$ cat src/rtl/opl_pkg.sv
package opl_pkg;

    localparam int OPL_WORD_W  = 16;
    localparam int OPL_DISP_W  = 32;
    localparam int OPL_MAX_LEN = 5;
    localparam int OPL_LEN_W   = $clog2(OPL_MAX_LEN + 1);
    localparam int OPL_EXT_W   = $clog2(OPL_MAX_LEN);

    typedef enum logic [3:0] {
        CL_OTHER     = 4'd0,
        CL_MOVE      = 4'd1,
        CL_MOVEA     = 4'd2,
        CL_ADDQ      = 4'd3,
        CL_SUBQ      = 4'd4,
        CL_SCC       = 4'd5,
        CL_DBCC      = 4'd6,
        CL_BRA       = 4'd7,
        CL_BSR       = 4'd8,
        CL_BCC       = 4'd9,
        CL_MOVEQ     = 4'd10,
        CL_SHIFT_IMM = 4'd11,
        CL_SHIFT_REG = 4'd12,
        CL_SHIFT_MEM = 4'd13,
        CL_CCR_IMM   = 4'd14,
        CL_SR_IMM    = 4'd15
    } opl_class_e;

    typedef enum logic [1:0] {
        SZ_B    = 2'b00,
        SZ_W    = 2'b01,
        SZ_L    = 2'b10,
        SZ_NONE = 2'b11
    } opl_size_e;

    // how the following words feed the displacement output
    typedef enum logic [1:0] {
        CAP_NONE   = 2'd0,
        CAP_SEXT_W = 2'd1,
        CAP_LONG   = 2'd2,
        CAP_ZEXT_W = 2'd3
    } opl_cap_e;

    typedef struct packed {
        opl_class_e              cls;
        opl_size_e               size;
        logic [3:0]              cond;
        logic [7:0]              quick;
        logic [OPL_DISP_W-1:0]   disp;
        logic [OPL_EXT_W-1:0]    n_ext;
        opl_cap_e                cap;
        logic                    illegal;
    } opl_dec_t;

endpackage

$ cat src/rtl/opl_ea_words.sv
module opl_ea_words
    import opl_pkg::*;
(
    input  logic [2:0] mode,
    input  logic [2:0] rn,
    input  opl_size_e  sz,
    output logic [1:0] words,
    output logic       bad
);
    always_comb begin
        words = 2'd0;
        bad   = 1'b0;
        unique case (mode)
            3'd5, 3'd6: words = 2'd1;
            3'd7: begin
                unique case (rn)
                    3'd0, 3'd2, 3'd3: words = 2'd1;
                    3'd1:             words = 2'd2;
                    3'd4:             words = (sz == SZ_L) ? 2'd2 : 2'd1;
                    default:          bad   = 1'b1;
                endcase
            end
            default: words = 2'd0;
        endcase
    end
endmodule

$ cat src/rtl/opl_classify.sv
module opl_classify
    import opl_pkg::*;
(
    input  logic [OPL_WORD_W-1:0] op,
    input  logic                  ext_mode,
    output opl_dec_t              dec
);
    localparam int N_OPND = 2;   // 0 = source fields, 1 = destination fields

    logic [3:0] grp;
    logic [1:0] szf;
    logic [2:0] qf;
    assign grp = op[15:12];
    assign szf = op[7:6];
    assign qf  = op[11:9];

    logic [2:0] ea_mode [N_OPND];
    logic [2:0] ea_rn   [N_OPND];
    logic [1:0] ea_w    [N_OPND];
    logic       ea_bad  [N_OPND];
    opl_size_e  ea_sz;

    assign ea_mode[0] = op[5:3];
    assign ea_rn[0]   = op[2:0];
    assign ea_mode[1] = op[8:6];
    assign ea_rn[1]   = op[11:9];

    // operand size used for immediate-length decisions
    always_comb begin
        unique case (grp)
            4'h1:    ea_sz = SZ_B;
            4'h2:    ea_sz = SZ_L;
            4'h3:    ea_sz = SZ_W;
            4'h5:    ea_sz = (szf == 2'b11) ? SZ_B : opl_size_e'(szf);
            default: ea_sz = SZ_W;
        endcase
    end

    genvar g;
    generate
        for (g = 0; g < N_OPND; g++) begin : g_opnd
            opl_ea_words u_ea (
                .mode  (ea_mode[g]),
                .rn    (ea_rn[g]),
                .sz    (ea_sz),
                .words (ea_w[g]),
                .bad   (ea_bad[g])
            );
        end
    endgenerate

    logic                 use_src_d, use_dst_d;
    logic [OPL_EXT_W-1:0] n_imm_d;
    logic [7:0]           q_eight;
    assign q_eight = (qf == 3'd0) ? 8'd8 : {5'd0, qf};

    always_comb begin
        dec         = '0;
        dec.cls     = CL_OTHER;
        dec.size    = SZ_NONE;
        dec.cap     = CAP_NONE;
        use_src_d   = 1'b0;
        use_dst_d   = 1'b0;
        n_imm_d     = '0;

        unique case (grp)
            4'h1, 4'h2, 4'h3: begin
                dec.size  = ea_sz;
                dec.cls   = (ea_mode[1] == 3'd1 && grp != 4'h1) ? CL_MOVEA : CL_MOVE;
                use_src_d = 1'b1;
                use_dst_d = 1'b1;
            end
            4'h5: begin
                if (szf != 2'b11) begin
                    dec.cls   = op[8] ? CL_SUBQ : CL_ADDQ;
                    dec.size  = opl_size_e'(szf);
                    dec.quick = q_eight;
                    use_src_d = 1'b1;
                end else begin
                    dec.cond = op[11:8];
                    if (ea_mode[0] == 3'd1) begin
                        dec.cls  = CL_DBCC;
                        dec.size = SZ_W;
                        n_imm_d  = OPL_EXT_W'(1);
                        dec.cap  = CAP_SEXT_W;
                    end else begin
                        dec.cls   = CL_SCC;
                        dec.size  = SZ_B;
                        use_src_d = 1'b1;
                    end
                end
            end
            4'h6: begin
                dec.cond = op[11:8];
                dec.disp = {{(OPL_DISP_W-8){op[7]}}, op[7:0]};
                unique case (op[11:8])
                    4'h0:    dec.cls = CL_BRA;
                    4'h1:    dec.cls = CL_BSR;
                    default: dec.cls = CL_BCC;
                endcase
                if (op[7:0] == 8'h00) begin
                    n_imm_d = OPL_EXT_W'(1);
                    dec.cap = CAP_SEXT_W;
                end else if (op[7:0] == 8'hFF && ext_mode) begin
                    n_imm_d = OPL_EXT_W'(2);
                    dec.cap = CAP_LONG;
                end
            end
            4'h7: begin
                if (op[8]) begin
                    dec.illegal = 1'b1;
                end else begin
                    dec.cls   = CL_MOVEQ;
                    dec.size  = SZ_L;
                    dec.quick = op[7:0];
                end
            end
            4'hE: begin
                if (szf != 2'b11) begin
                    dec.size = opl_size_e'(szf);
                    if (op[5]) begin
                        dec.cls = CL_SHIFT_REG;
                    end else begin
                        dec.cls   = CL_SHIFT_IMM;
                        dec.quick = q_eight;
                    end
                end else begin
                    dec.cls   = CL_SHIFT_MEM;
                    dec.size  = SZ_W;
                    dec.quick = 8'd1;
                    use_src_d = 1'b1;
                end
            end
            4'h0: begin
                if (op[5:0] == 6'b111100) begin
                    if (op[7] || !(op[11:8] == 4'h0 || op[11:8] == 4'h2 || op[11:8] == 4'hA)) begin
                        dec.illegal = 1'b1;
                    end else begin
                        dec.cls  = op[6] ? CL_SR_IMM : CL_CCR_IMM;
                        dec.size = op[6] ? SZ_W : SZ_B;
                        n_imm_d  = OPL_EXT_W'(1);
                        dec.cap  = CAP_ZEXT_W;
                    end
                end else begin
                    dec.size = opl_size_e'(szf);
                end
            end
            4'hA, 4'hF: dec.illegal = 1'b1;
            default:    dec.size = opl_size_e'(szf);
        endcase

        if ((use_src_d && ea_bad[0]) || (use_dst_d && ea_bad[1]))
            dec.illegal = 1'b1;

        dec.n_ext = n_imm_d
                  + (use_src_d ? OPL_EXT_W'(ea_w[0]) : '0)
                  + (use_dst_d ? OPL_EXT_W'(ea_w[1]) : '0);

        if (dec.illegal) begin
            dec.cls   = CL_OTHER;
            dec.size  = SZ_NONE;
            dec.cond  = '0;
            dec.quick = '0;
            dec.disp  = '0;
            dec.n_ext = '0;
            dec.cap   = CAP_NONE;
        end
    end
endmodule

$ cat src/rtl/opc_len_decoder.sv
module opc_len_decoder
    import opl_pkg::*;
#(
    parameter int ADDR_W = 32
) (
    input  logic                  clk_i,
    input  logic                  rst_ni,
    input  logic                  ext_mode_i,
    input  logic                  pc_load_i,
    input  logic [ADDR_W-1:0]     pc_load_val_i,
    input  logic                  wd_valid_i,
    input  logic [15:0]           wd_data_i,
    output logic                  wd_ready_o,
    output logic                  dec_done_o,
    output logic [3:0]            cls_o,
    output logic [1:0]            size_o,
    output logic [3:0]            cond_o,
    output logic [2:0]            reg_hi_o,
    output logic [2:0]            reg_lo_o,
    output logic [7:0]            quick_o,
    output logic [31:0]           disp_o,
    output logic [2:0]            len_o,
    output logic                  illegal_o,
    output logic [ADDR_W-1:0]     pc_o
);
    localparam logic [ADDR_W-1:0] PC_STEP = ADDR_W'(2);

    typedef struct packed {
        logic                   run;
        logic                   busy;
        logic [OPL_EXT_W-1:0]   remain;
        opl_cap_e               cap;
        logic                   cap_first;
        logic [ADDR_W-1:0]      pc;
        logic [3:0]             cls;
        logic [1:0]             size;
        logic [3:0]             cond;
        logic [2:0]             rhi;
        logic [2:0]             rlo;
        logic [7:0]             quick;
        logic [OPL_DISP_W-1:0]  disp;
        logic [OPL_LEN_W-1:0]   len;
        logic                   illegal;
        logic                   done;
    } state_t;

    state_t   st_d, st_q;
    opl_dec_t dec_w;
    logic     accept_w;

    opl_classify u_cls (
        .op       (wd_data_i),
        .ext_mode (ext_mode_i),
        .dec      (dec_w)
    );

    assign accept_w = wd_valid_i && st_q.run;

    always_comb begin
        logic [ADDR_W-1:0] pc_base;
        st_d      = st_q;
        st_d.done = 1'b0;
        st_d.run  = 1'b1;

        pc_base = pc_load_i ? pc_load_val_i : st_q.pc;
        st_d.pc = accept_w ? pc_base + PC_STEP : pc_base;

        if (accept_w) begin
            if (!st_q.busy) begin
                st_d.cls       = dec_w.cls;
                st_d.size      = dec_w.size;
                st_d.cond      = dec_w.cond;
                st_d.rhi       = wd_data_i[11:9];
                st_d.rlo       = wd_data_i[2:0];
                st_d.quick     = dec_w.quick;
                st_d.disp      = dec_w.disp;
                st_d.illegal   = dec_w.illegal;
                st_d.len       = OPL_LEN_W'(1) + OPL_LEN_W'(dec_w.n_ext);
                st_d.remain    = dec_w.n_ext;
                st_d.cap       = dec_w.cap;
                st_d.cap_first = 1'b1;
                if (dec_w.n_ext == '0) st_d.done = 1'b1;
                else                   st_d.busy = 1'b1;
            end else begin
                unique case (st_q.cap)
                    CAP_SEXT_W: st_d.disp = {{(OPL_DISP_W-16){wd_data_i[15]}}, wd_data_i};
                    CAP_ZEXT_W: st_d.disp = {{(OPL_DISP_W-16){1'b0}}, wd_data_i};
                    CAP_LONG: begin
                        if (st_q.cap_first) st_d.disp[31:16] = wd_data_i;
                        else                st_d.disp[15:0]  = wd_data_i;
                    end
                    default: ;
                endcase
                st_d.cap_first = 1'b0;
                st_d.remain    = st_q.remain - OPL_EXT_W'(1);
                if (st_q.remain == OPL_EXT_W'(1)) begin
                    st_d.busy = 1'b0;
                    st_d.done = 1'b1;
                end
            end
        end
    end

    always_ff @(posedge clk_i) begin
        if (!rst_ni) begin
            st_q      <= '0;
            st_q.size <= SZ_NONE;
            st_q.cap  <= CAP_NONE;
        end else begin
            st_q <= st_d;
        end
    end

    assign wd_ready_o = st_q.run;
    assign dec_done_o = st_q.done;
    assign cls_o      = st_q.cls;
    assign size_o     = st_q.size;
    assign cond_o     = st_q.cond;
    assign reg_hi_o   = st_q.rhi;
    assign reg_lo_o   = st_q.rlo;
    assign quick_o    = st_q.quick;
    assign disp_o     = st_q.disp;
    assign len_o      = st_q.len;
    assign illegal_o  = st_q.illegal;
    assign pc_o       = st_q.pc;
endmodule

$ cat config.mk
export PLATFORM = sky130hd
export DESIGN_NAME = opc_len_decoder
export DESIGN_NICKNAME = d
export VERILOG_FILES = /design/src/rtl/opl_pkg.sv /design/src/rtl/opl_ea_words.sv /design/src/rtl/opl_classify.sv /design/src/rtl/opc_len_decoder.sv
export SDC_FILE = /design/constraint.sdc
export NUM_CORES = 1
export LEC_CHECK = 0
export ABC_AREA = 1
export BUFFER_PORTS_ARGS = -buffer_cell sky130_fd_sc_hd__buf_2
export CAP_MARGIN = 40
export CORE_UTILIZATION = 40
export CTS_CLUSTER_DIAMETER = 200
export DETAILED_ROUTE_END_ITERATION = 7
export GPL_ROUTABILITY_DRIVEN = 0
export PLACE_DENSITY = 0.76
export SETUP_SLACK_MARGIN = 0.2
export SLEW_MARGIN = 10
export SYNTH_ARGS = -nofsm -noshare
export SYNTH_HDL_FRONTEND = slang
export SYNTH_SLANG_ARGS = --single-unit
$ cat constraint.sdc
create_clock -name clk_i -period 3.1 [get_ports clk_i]
set_clock_uncertainty 0.1 [all_clocks]
set_input_delay 0.465 -clock clk_i [delete_from_list [all_inputs] [get_ports clk_i]]
set_output_delay 0.465 -clock clk_i [all_outputs]
set_load 0.02 [all_outputs]
==> impl_results.md <==
- Status: complete, but fails checks
- Failing checks: DRC
- Pwr Density: 440 nW/µm²
- WP data arrival: 2910 ps
- Hold-fix buffers, CTS: 0
- Dpl cells: between 1000 and 1500
- Synth Cell Area: 6530 µm²
- Compound-Gate Fraction of Synth Area: 0.151
- CP Class: primary input to flip-flop
- #FFs+latches synth: 101
- Cell Count, Final, Fillers Out: 1278
- CTS Buf Count: 9
- Ys Warns: 0
- Die X: 130 µm
- IO buf count: 146
- Total GRT Usage: 0.215
- Die area: 16800 µm²
- Slew HR: 0.543
- Core Box Area: 15900 µm²
- Clock latency on the worst-skew pair: around 350 ps
- Vias/cell: between 5 and 6
- Clock slew at reported path FFs: 70 ps
- Post-synth top area share: 0.310
- # clock sinks: 101
- Number of distinct library cells after synthesis: 45
- Pin count of the biggest net entering global routing: 41
- Max cap viols: 0
- Final WL: 18200 µm
- CP required: 3310 ps
- Post-synthesis sequential area ratio: 0.310
- Via Count: 6543
- Maximum clock frequency: 370 MHz
- Area post-placement: about 6900 µm²
- Layout net count: 1121
- Setup TNS: 0 ps
- Initial DRC count: 485
- Initial antenna violation count: 1
- Peak VDD IR: 285 µV
- ANT nets after route: 0
- # IOs: 147
- Synth Area in XOR/XNOR: 0.00134
- Clk buf depth: 2
- Vias in the first global route: 5948
- Mapped Cells: 1000
- Mux cell area share after synthesis: 0
- Rows: 46
- Hold_sp: pc_load_val_i[0]
- Slack of the critical path: between 400 and 500 ps
- Final min period: ~2700 ps
- CP Capture Type: flip-flop
- Pre-CTS WS: -8.32 ps
- Hold WC Path Type: primary input to flip-flop
- Post-Synth Simple-Gate Area: 0.324
- Synthesized net count: 1063
- Leak: 3.44 nW
- Syn avg cell area: 6.53 µm²
- Adder-cell share of the synthesized area: 0.0215
- Die Span Y: 130 µm
- Layout area overhead: 10.4%
- Clock Tree Root: clkbuf_16
- TritonCTS clock tree: yes
- Routed wire length per instance: 14.3 µm
- Largest family of logic cells by synthesized area: simple AND/OR/NAND/NOR gates
- DRC viols: 1
- Cell taking the most area after synthesis: dfxtp_1
- Remaining Overflow, GRT: 0
- Final setup fails: 0
- Area contributors post-synth: dfxtp_1, nand2_1, buf_4
- Starting density of the core: 0.411
- Final Slew Violations: 0
- Worst-Margin Slew: between 600 and 700 ps
- Startpoint Class: primary input
- CP startpoint: wd_data_i[12]
- Finished Cell Area: 7210 µm²
- Post-layout util: 0.454
- WHS: 236 ps
- RSZ-0062 raised after global routing: no
- Reg-to-reg critical path startpoint: st_q[94]
- Power Total: 3.17 mW
- Filler cell count: 1652
- Number of iterations in the first detailed-routing pass: 7
- Antenna Cells: 0
- Share of cells above drive strength 1: 0.241
- Worst-path fanout max: 9
- Period utilization: 0.871
- Htree depth: 3
- Hpwl dp: 13600 µm
- First-pass GRT wire length: between 20000 and 30000 µm
- Final hold vios: 0
[cell type report]
| cell class | instances | area [µm²] | area share |
|---|---|---|---|
| clock buffers | 10 | 239 | 0.0331 |
| clock inverters | 5 | 67.6 | 0.00937 |
| inverters | 96 | 368 | 0.0510 |
| multi-input cells | 675 | 3290 | 0.457 |
| flip-flops and latches | 101 | 2020 | 0.280 |
| well taps | 216 | 270 | 0.0375 |
| repair buffers | 175 | 948 | 0.132 |
[worst paths after layout]
path	slack (ps)	to	cells past startpoint
worst min-delay path	240	flip-flop	3
worst max register to register	780	disp_o[4]	7
worst min register to register	360	quick_o[6]	2
worst max-delay path	400	len_o[2]	20
[layer usage]
layer,vias to the layer above,wire length [µm],GRT usage
met5,-,13,0
li1,3242,-,-
met3,65,1500,0.0574
met2,322,8310,0.362
met1,2912,7750,0.256
met4,2,641,0.101
[worst max-delay path: stages]
cell and delay, ps:
buf_2 190, inv_2 60, nand2_4 110, inv_1 70, nand2_1 100, o21ai_2 100, buf_4 140, nor3_1 160
o211ai_1 150, fa_1 440, inv_1 60, ha_1 210, inv_1 90, nor2_4 40, ha_2 190, inv_1 50
nand4_1 80, nand3_1 90, nand2_1 50, inv_1 40
[placed cells by master, fill, tap and decap left out, drive strengths merged, types with 2 or more instances in the layout]
cell type	instances
dfxtp	101
nand2	278
nor3	14
o2111ai	2
nor2	110
o21a	2
o21ai	71
a21oi	93
ha	8
inv	99
a31oi	10
or2	4
buf	175
nand3	53
fa	2
nand4	16
o211ai	5
clkbuf	10
[sequential cells by signal (all words and copies together), names as in the netlist, named ones only]
name        flops
wd_ready_o      1
cls_o           4
size_o          2
len_o           3
cond_o          4
st_q            7
illegal_o       1
quick_o         8
pc_o           31
reg_hi_o        3
reg_lo_o        3
dec_done_o      1
disp_o         32
[synthesized netlist by cell type (all sizes together)]
cell / number
and2: 1
buf: 110
inv: 96
clkbuf: 18
dfxtp: 101
o21a: 2
nor2: 110
or2: 4
nor4: 1
nand2: 278
nand3: 53
o311ai: 1
a31oi: 10
nand3b: 1
a21oi: 93
o21ai: 71
ha: 8
xnor2: 1
nand4: 16
o211ai: 5
a211oi: 1
fa: 2
nor3: 14
o2111ai: 2
and3: 1
[kinds of logic after synthesis]
logic type | Yosys count
AO/OA/AOI/OAI | 185
adder cells (fa/ha/maj) | 10
XOR/XNOR | 1
AND/OR/NAND/NOR | 479
flip-flops | 101
buffers and inverters | 224
[what timing repair did]
item / in CTS / in global routing
resized for setup: 0 / 3
setup buffers: 0 / 3
setup endpoints to repair: 0 / 4
[power breakdown]
group          internal (mW)  switching [mW]  total [mW]
logic                  0.186           0.409       0.595
registers               1.36          0.0333        1.39
clock network          0.657           0.527        1.18
total                   2.20           0.969        3.17
(Power assumes the default switching activity.)
